$ cat src/rtl/srp_pkg.sv
package srp_pkg;

    typedef enum logic [1:0] {
        SUP_PROT    = 2'd0,
        SUP_RECOVER = 2'd1,
        SUP_RUN     = 2'd2
    } sup_state_e;

    typedef enum logic [1:0] {
        CYC_IDLE  = 2'd0,
        CYC_READ  = 2'd1,
        CYC_WRITE = 2'd2
    } cyc_kind_e;

    typedef struct packed {
        logic ce_n;
        logic oe_n;
        logic we_n;
    } strobe_t;

    localparam strobe_t STROBE_IDLE = '{ce_n: 1'b1, oe_n: 1'b1, we_n: 1'b1};

    // Write wins over read: an open write never also counts as a read.
    function automatic cyc_kind_e classify(strobe_t s);
        if (!s.ce_n && !s.we_n) return CYC_WRITE;
        if (!s.ce_n && !s.oe_n) return CYC_READ;
        return CYC_IDLE;
    endfunction

endpackage

$ cat src/rtl/srp_sync.sv
module srp_sync #(
    parameter int W = 1,
    parameter int STAGES = 2,
    parameter logic [W-1:0] RST_VAL = '0
) (
    input  logic         clk,
    input  logic         rst,
    input  logic [W-1:0] d,
    output logic [W-1:0] q
);
    logic [W-1:0] stg [STAGES];

    for (genvar g = 0; g < STAGES; g++) begin : g_stage
        if (g == 0) begin : g_first
            always_ff @(posedge clk) begin
                if (rst) stg[0] <= RST_VAL;
                else     stg[0] <= d;
            end
        end else begin : g_next
            always_ff @(posedge clk) begin
                if (rst) stg[g] <= RST_VAL;
                else     stg[g] <= stg[g-1];
            end
        end
    end

    assign q = stg[STAGES-1];
endmodule

$ cat src/rtl/srp_supervisor.sv
module srp_supervisor
    import srp_pkg::*;
#(
    parameter int unsigned HOLD_CYCLES = 50_000_000
) (
    input  logic clk,
    input  logic rst,
    input  logic good_s,
    input  logic low_s,
    output logic in_service
);
    localparam int CW = $clog2(HOLD_CYCLES + 1);
    localparam logic [CW-1:0] LAST = CW'(HOLD_CYCLES - 1);

    sup_state_e    st;
    logic [CW-1:0] cnt;
    logic          healthy;

    assign healthy = good_s && !low_s;

    always_ff @(posedge clk) begin
        if (rst) begin
            st  <= SUP_PROT;
            cnt <= '0;
        end else begin
            case (st)
                SUP_PROT: begin
                    cnt <= '0;
                    if (healthy) st <= SUP_RECOVER;
                end
                SUP_RECOVER: begin
                    if (!healthy) begin
                        st  <= SUP_PROT;
                        cnt <= '0;
                    end else if (cnt == LAST) begin
                        st  <= SUP_RUN;
                        cnt <= '0;
                    end else begin
                        cnt <= cnt + 1'b1;
                    end
                end
                SUP_RUN: begin
                    cnt <= '0;
                    if (low_s) st <= SUP_PROT;
                end
                default: begin
                    st  <= SUP_PROT;
                    cnt <= '0;
                end
            endcase
        end
    end

    assign in_service = (st == SUP_RUN);


    low_forces_prot_chk: assert property (@(posedge clk) disable iff (rst)
        low_s |=> !in_service);


    entry_needs_health_chk: assert property (@(posedge clk) disable iff (rst)
        $rose(in_service) |-> ($past(good_s) && !$past(low_s)));


    hold_cnt_bound_chk: assert property (@(posedge clk) disable iff (rst)
        cnt < CW'(HOLD_CYCLES));


    good_drop_keeps_run_chk: assert property (@(posedge clk) disable iff (rst)
        (in_service && !low_s) |=> in_service);
endmodule

$ cat src/rtl/srp_cycle.sv
module srp_cycle
    import srp_pkg::*;
#(
    parameter int AW = 15,
    parameter int DW = 8
) (
    input  logic          clk,
    input  logic          rst,
    input  strobe_t       stb,
    input  logic [AW-1:0] addr,
    input  logic [DW-1:0] data,
    input  logic          in_service,
    output logic          rd_active,
    output logic          wr_commit,
    output logic [AW-1:0] wr_addr,
    output logic [DW-1:0] wr_data
);
    cyc_kind_e     kind;
    logic          wr_now;
    logic          wr_prev;
    logic          abort_q;
    logic [AW-1:0] hold_addr;
    logic [DW-1:0] hold_data;

    assign kind      = classify(stb);
    assign wr_now    = (kind == CYC_WRITE);
    assign rd_active = (kind == CYC_READ);

    always_ff @(posedge clk) begin
        if (rst) begin
            wr_prev   <= 1'b0;
            abort_q   <= 1'b0;
            hold_addr <= '0;
            hold_data <= '0;
        end else begin
            wr_prev <= wr_now;
            if (wr_now) begin
                hold_addr <= addr;
                hold_data <= data;
            end
            if (!wr_now)          abort_q <= 1'b0;
            else if (!in_service) abort_q <= 1'b1;
        end
    end

    assign wr_commit = wr_prev && !wr_now && !abort_q && in_service;
    assign wr_addr   = hold_addr;
    assign wr_data   = hold_data;


    prot_write_dropped_chk: assert property (@(posedge clk) disable iff (rst)
        (wr_now && !in_service) |=> !wr_commit);


    commit_on_close_chk: assert property (@(posedge clk) disable iff (rst)
        wr_commit |-> (stb.ce_n || stb.we_n));
endmodule

$ cat src/rtl/srp_regfile.sv
module srp_regfile #(
    parameter int DW = 8,
    parameter int AW = 8
) (
    input  logic          clk,
    input  logic          we,
    input  logic [AW-1:0] waddr,
    input  logic [DW-1:0] wdata,
    input  logic [AW-1:0] raddr,
    output logic [DW-1:0] rdata
);
    localparam int DEPTH = 1 << AW;

    logic [DW-1:0] mem [DEPTH];

    for (genvar i = 0; i < DEPTH; i++) begin : g_word
        always_ff @(posedge clk) begin
            if (we && (waddr == AW'(i))) mem[i] <= wdata;
        end
    end

    assign rdata = mem[raddr];
endmodule

$ cat src/rtl/strobe_reg_port.sv
module strobe_reg_port
    import srp_pkg::*;
#(
    parameter int ADDR_W = 15,
    parameter int DATA_W = 8,
    parameter int MEM_AW = 8,
    parameter int SYNC_STAGES = 2,
    parameter int unsigned HOLD_CYCLES = 50_000_000
) (
    input  logic              clk,
    input  logic              rst,
    input  logic              ce_n,
    input  logic              oe_n,
    input  logic              we_n,
    input  logic [ADDR_W-1:0] addr,
    input  logic [DATA_W-1:0] data_in,
    output logic [DATA_W-1:0] data_out,
    output logic              data_oe,
    input  logic              supply_good,
    input  logic              supply_low
);
    localparam int BUS_W = ADDR_W + DATA_W;

    strobe_t           stb_raw;
    strobe_t           stb_s;
    logic [2:0]        stb_vec_s;
    logic [1:0]        flags_s;
    logic [BUS_W-1:0]  bus_s;
    logic [ADDR_W-1:0] addr_s;
    logic [DATA_W-1:0] data_s;
    logic              in_service;
    logic              rd_active;
    logic              wr_commit;
    logic [ADDR_W-1:0] wr_addr;
    logic [DATA_W-1:0] wr_data;
    logic [DATA_W-1:0] rdata;
    logic              rd_in_range;
    logic              wr_in_range;

    assign stb_raw = '{ce_n: ce_n, oe_n: oe_n, we_n: we_n};

    srp_sync #(.W(3), .STAGES(SYNC_STAGES), .RST_VAL(STROBE_IDLE)) u_stb_sync (
        .clk(clk), .rst(rst), .d(stb_raw), .q(stb_vec_s)
    );
    assign stb_s = strobe_t'(stb_vec_s);

    srp_sync #(.W(2), .STAGES(SYNC_STAGES), .RST_VAL(2'b01)) u_flag_sync (
        .clk(clk), .rst(rst), .d({supply_good, supply_low}), .q(flags_s)
    );

    srp_sync #(.W(BUS_W), .STAGES(SYNC_STAGES), .RST_VAL('0)) u_bus_sync (
        .clk(clk), .rst(rst), .d({addr, data_in}), .q(bus_s)
    );
    assign {addr_s, data_s} = bus_s;

    srp_supervisor #(.HOLD_CYCLES(HOLD_CYCLES)) u_sup (
        .clk(clk), .rst(rst), .good_s(flags_s[1]), .low_s(flags_s[0]),
        .in_service(in_service)
    );

    srp_cycle #(.AW(ADDR_W), .DW(DATA_W)) u_cyc (
        .clk(clk), .rst(rst), .stb(stb_s), .addr(addr_s), .data(data_s),
        .in_service(in_service), .rd_active(rd_active), .wr_commit(wr_commit),
        .wr_addr(wr_addr), .wr_data(wr_data)
    );

    if (MEM_AW < ADDR_W) begin : g_window
        assign rd_in_range = ~|addr_s[ADDR_W-1:MEM_AW];
        assign wr_in_range = ~|wr_addr[ADDR_W-1:MEM_AW];
    end else begin : g_full
        assign rd_in_range = 1'b1;
        assign wr_in_range = 1'b1;
    end

    srp_regfile #(.DW(DATA_W), .AW(MEM_AW)) u_rf (
        .clk(clk), .we(wr_commit && wr_in_range), .waddr(wr_addr[MEM_AW-1:0]),
        .wdata(wr_data), .raddr(addr_s[MEM_AW-1:0]), .rdata(rdata)
    );

    always_ff @(posedge clk) begin
        if (rst) begin
            data_oe  <= 1'b0;
            data_out <= '0;
        end else begin
            data_oe  <= in_service && rd_active;
            data_out <= (in_service && rd_active && rd_in_range) ? rdata : '0;
        end
    end


    we_kills_drive_chk: assert property (@(posedge clk) disable iff (rst)
        !stb_s.we_n |=> !data_oe);


    drive_origin_chk: assert property (@(posedge clk) disable iff (rst)
        data_oe |-> $past(!stb_s.ce_n && !stb_s.oe_n && stb_s.we_n));


    prot_no_drive_chk: assert property (@(posedge clk) disable iff (rst)
        !in_service |=> !data_oe);


    high_addr_zero_chk: assert property (@(posedge clk) disable iff (rst)
        data_oe |-> ($past(rd_in_range) || (data_out == '0)));
endmodule

$ cat config.mk
export PLATFORM = sky130hd
export DESIGN_NAME = strobe_reg_port
export DESIGN_NICKNAME = d
export VERILOG_FILES = /design/src/rtl/srp_pkg.sv /design/src/rtl/srp_sync.sv /design/src/rtl/srp_supervisor.sv /design/src/rtl/srp_cycle.sv /design/src/rtl/srp_regfile.sv /design/src/rtl/strobe_reg_port.sv
export SDC_FILE = /design/constraint.sdc
export NUM_CORES = 2
export LEC_CHECK = 0
export BUFFER_PORTS_ARGS = -buffer_cell sky130_fd_sc_hd__buf_2
export CAP_MARGIN = 15
export CORE_ASPECT_RATIO = 1.1
export CORE_MARGIN = 8
export CORE_UTILIZATION = 45
export CTS_CLUSTER_SIZE = 28
export DETAILED_ROUTE_END_ITERATION = 8
export GPL_TIMING_DRIVEN = 1
export PLACE_DENSITY = 0.59
export SYNTH_ARGS = -nofsm -noshare
export SYNTH_HDL_FRONTEND = slang
export SYNTH_SLANG_ARGS = --single-unit
$ cat constraint.sdc
create_clock -name clk -period 8.75 [get_ports clk]
set_input_delay 2.625 -clock clk [delete_from_list [all_inputs] [get_ports clk]]
set_output_delay 2.625 -clock clk [all_outputs]
set_load 0.02 [all_outputs]
==> flow_results.org <==
** STA
- Setup violations remaining at the end of the flow were counted as 0.
- Headroom to the max-slew limit came out at 0.169.
- The number of failing hold endpoints at the final stage came to 0.
- Fmax :: 204 MHz
- Setup repair after global routing left no endpoint under its margin.
- After routing, the total negative slack on setup checks comes to 0 ns.
- After layout, the minimum clock period comes to ~4.9 ns.
- Final clock skew :: 0.0877 ns
- The number of max-slew violations in the final report is 0.
- Slew @ Worst Pin :: between 1 and 1.5 ns
- Final critical-path share of the clock period :: 0.559

** Die
- Die height :: approximately 470 µm
- After floorplanning, the core was sized to cover ~190000 µm².
- For this configuration, the core starts out at a cell density of 0.451.
- DIE WIDTH :: between 400 and 500 µm
- The die covers ~200000 µm².
- Ports :: 39
- Cell row count :: between 150 and 200

** Layout
- Count of fill cells added during filler insertion :: 15000
- At the end of the flow the core is filled with cells to 0.502.
- The area growth from synthesis to layout is 11.2%.
- Of the cells placed in the final design, the portion with a size suffix greater than 1 is 0.183.
- At the end of the flow, the number of nets in the layout was ~4500.

** Synth
- The most used flip-flop cell after synthesis is edfxtp_1.
- Async set-reset flop share out of synthesis :: 0
- In this run the mean area of a mapped cell was about 19 µm².
- Synth unique cells :: 72
- Area share of the largest cell type after synthesis :: 0.736
- Total of warnings raised by yosys :: 0
- Cell taking the most area after synthesis :: edfxtp_1
- Number of synthesized register bits :: between 2000 and 2500
- Yosys mapped a number of flops with a built-in enable equal to 2048.
- Synthesis produced a netlist with a net count of 4389.
- Portion of the post-synthesis area used by sequential elements :: 0.764
- Synthesis handed over a netlist of about 4400 instances.
- Ranked by total cell area, the synthesized netlist is headed by edfxtp_1, mux4_2, mux2i_1.
- The synthesized netlist occupies a cell area of around 84000 µm².

** Routing
- The final route contains between 40000 and 50000 vias.
- After the first detailed-routing iteration, the DRC count stood at roughly 5000.
- The final layout contains routed wiring with a total length of 223 mm.
- Post-detailed-route wirelength per cell :: approximately 32 µm
- Detailed-route vias per instance :: approximately 6
- For this run, design rule violations remaining after detail routing come to 0.
- Once detail routing completed, the nets flagged for antenna violations numbered 0.
- First-pass detailed-route iteration total :: 6

** Worst setup path
- Crit start category :: input pin
- In this run the worst path has a maximum fanout of 42.
- The critical path is of the input pin to flip-flop type.
- Setup crit end kind :: flip-flop
- Worst-case register-to-register setup slack :: around 4.4 ns
- For the worst setup path, the data required time is approximately 9.6 ns.
- CP Data Arrival Time :: roughly 5.7 ns

** Global route
- First-pass GRT wire length :: 315 mm
- Total overflow reported by the global router :: 0
- Tot GR Track Use :: 0.219
- Entering global routing, the biggest net connects just over 200 pins.
- The number of global-route vias before repair was 42300.
- The initial antenna violation count is 6.

** Hold path
- Worst hold path type :: flip-flop to flip-flop

** Clocking
- Bufs on Longest Clock Path :: 3
- At the later pin of the worst-skew pair, clock insertion delay measures about 0.87 ns.
- After clock tree synthesis, the clock-pin slew on the worst setup and hold paths is approximately 0.060 ns.
- CTS H-tree lvls :: 4
- The number of setup buffers added after CTS is 0.
- Root cell of the clock tree :: clkbuf_16
- Number of cells upsized or downsized after cts :: 0
- Number of hold-repair buffers added at the cts stage :: 0
- Counting the buffers created by CTS gives roughly 210.
- The clock drives 2166 sinks.
- CTS tree :: yes

** Power
- Register share of total power :: 0.545
- Across the VDD grid, the largest voltage drop is around 0.23 mV.
- Internal :: roughly 16 mW
- Combinational Power Share :: 0.028
- Of the total power, the clock network draws 0.427.
- Power density cells :: 221 nW/µm²
- The analysis attributes to net switching a power of about 4.3 mW.
- Leakage component of the power :: around 28 nW
- Of the total power, the share spent switching nets is 0.209.

** Run
- Across the run, the number of max-cap violations was 0.

** Place
- The HPWL after detailed placement is about 140 mm.
- Final estimated routing congestion in global placement :: between 0.8 and 0.9
- During placement, the flow inserted port buffers numbering 38.

** Run status
- Status :: finished, final reports clean
==> flip-flops by register name (all words and copies together) (netlist names) <==
register,cells
u_rf.mem,2048
u_bus_sync.stg,46
u_sup.cnt,26
u_cyc.wr_addr,15
data_out,8
u_cyc.wr_data,8
u_stb_sync.stg,6
u_flag_sync.stg,4
u_sup.st,2
data_oe,1
u_cyc.abort_q,1
u_cyc.wr_prev,1
==> logic make-up (layout without fill, tap and decap cells) <==
logic type	Yosys count	after routing	share of synthesized area
other	0	4	0
buffers and inverters	271	529	0.0171
XOR/XNOR	24	24	0.00252
AO/OA/AOI/OAI	416	416	0.0349
adder cells (fa/ha/maj)	1	1	0.000150
flip-flops	2166	2166	0.764
multiplexers	674	674	0.137
AND/OR/NAND/NOR	806	806	0.0442
==> Yosys cell counts, types with 8 or more instances <==
cell / number
nor3_1: 78
mux4_2: 375
a211oi_1: 40
o21ai_0: 37
nor4_1: 30
buf_4: 37
nand3_1: 45
o31ai_1: 10
a221oi_1: 8
edfxtp_1: 2048
a2111oi_0: 11
o211ai_1: 8
o22ai_1: 96
nand4_1: 17
buf_1: 21
nor2_1: 370
mux2i_1: 296
clkbuf_1: 127
buf_2: 49
buf_6: 25
xnor2_1: 10
o32ai_1: 8
or2_2: 15
or3_1: 9
o221ai_1: 56
a22oi_1: 41
xor2_1: 14
dfxtp_1: 118
nor2b_1: 55
a31oi_1: 9
a21oi_1: 56
a22o_1: 10
nand2_1: 144
inv_1: 9
==> through the flow <==
| step | std cells | worst slack, ns | cell area [µm²] | hold WS (ns) | power, mW |
|---|---|---|---|---|---|
| after global routing | 7053 | 3.88 | 92900 | 0.428 | 21.1 |
| after floorplan | 4358 | 4.26 | 83600 | 0.389 | 11.8 |
| after global placement | 6657 | 3.06 | 86300 | 0.396 | 12.0 |
| after detailed placement | 6657 | 3.10 | 86300 | 0.397 | 12.0 |
| after CTS | 7052 | 4.04 | 92900 | 0.412 | 20.7 |
| final | 7056 | 3.86 | 92900 | 0.406 | 20.5 |
==> critical path, stage by stage <==
cell and delay [ns]:
buf_2 0.35, or4b_4 0.61, nor4_4 0.51, nand3_1 0.48, nor3_1 0.32, nand3_1 0.15
nor3_1 0.47, a41o_1 0.16
==> final timing paths <==
| kind | end | depth (start not counted) | start |
|---|---|---|---|
| setup / recovery | data_out[7]$_SDFF_PP0_ | 8 | rst |
| hold / removal | u_stb_sync.stg[1][2]$_SDFF_PP1_ | 1 | u_stb_sync.stg[0][2]$_SDFF_PP1_ |
| setup reg to reg | data_out[5]$_SDFF_PP0_ | 7 | u_bus_sync.stg[1][9]$_SDFF_PP0_ |
| hold reg to reg | u_stb_sync.stg[1][2]$_SDFF_PP1_ | 1 | u_stb_sync.stg[0][2]$_SDFF_PP1_ |
==> area by class of cell <==
type | instances | area, µm² | area share
Antenna cell | 4 | 10.0 | 0.000108
Sequential cell | 2166 | 63900 | 0.688
Timing Repair Buffer | 124 | 973 | 0.0105
Multi-Input combinational cell | 1921 | 18300 | 0.197
Inverter | 10 | 40.0 | 0.000431
Tap cell | 2436 | 3050 | 0.0328
Clock inverter | 121 | 978 | 0.0105
Clock buffer | 274 | 5660 | 0.0609
==> power by group through the flow <==
stage / logic, mW / clock network (mW) / registers, mW
6_report: 0.570 / 8.78 / 11.2
5_1_grt: 0.592 / 9.29 / 11.2
4_1_cts: 0.572 / 8.91 / 11.2
3_5_place_dp: 0.572 / 0 / 11.4
3_3_place_gp: 0.571 / 0 / 11.4
2_1_floorplan: 0.375 / 0 / 11.4
==> per-layer routing <==
layer,share of wire,up-vias,GRT usage
met1,0.41,22500,0.301
met4,0.041,4,0.0808
met3,0.072,346,0.0387
met5,0.00012,-,0
met2,0.48,1815,0.353
li1,-,17900,-
==> cells in the final DEF (no fill, tap or decap), drive strengths merged, types with 79 or more instances in the layout <==
master	netlist	final
mux4	375	375
edfxtp	2048	2048
nor2	370	370
nor3	79	79
clkinv	1	104
dfxtp	118	118
o22ai	96	96
mux2i	296	296
buf	134	124
nand2	144	144
clkbuf	127	274
Note: power is estimated with default switching activity, not from simulation.
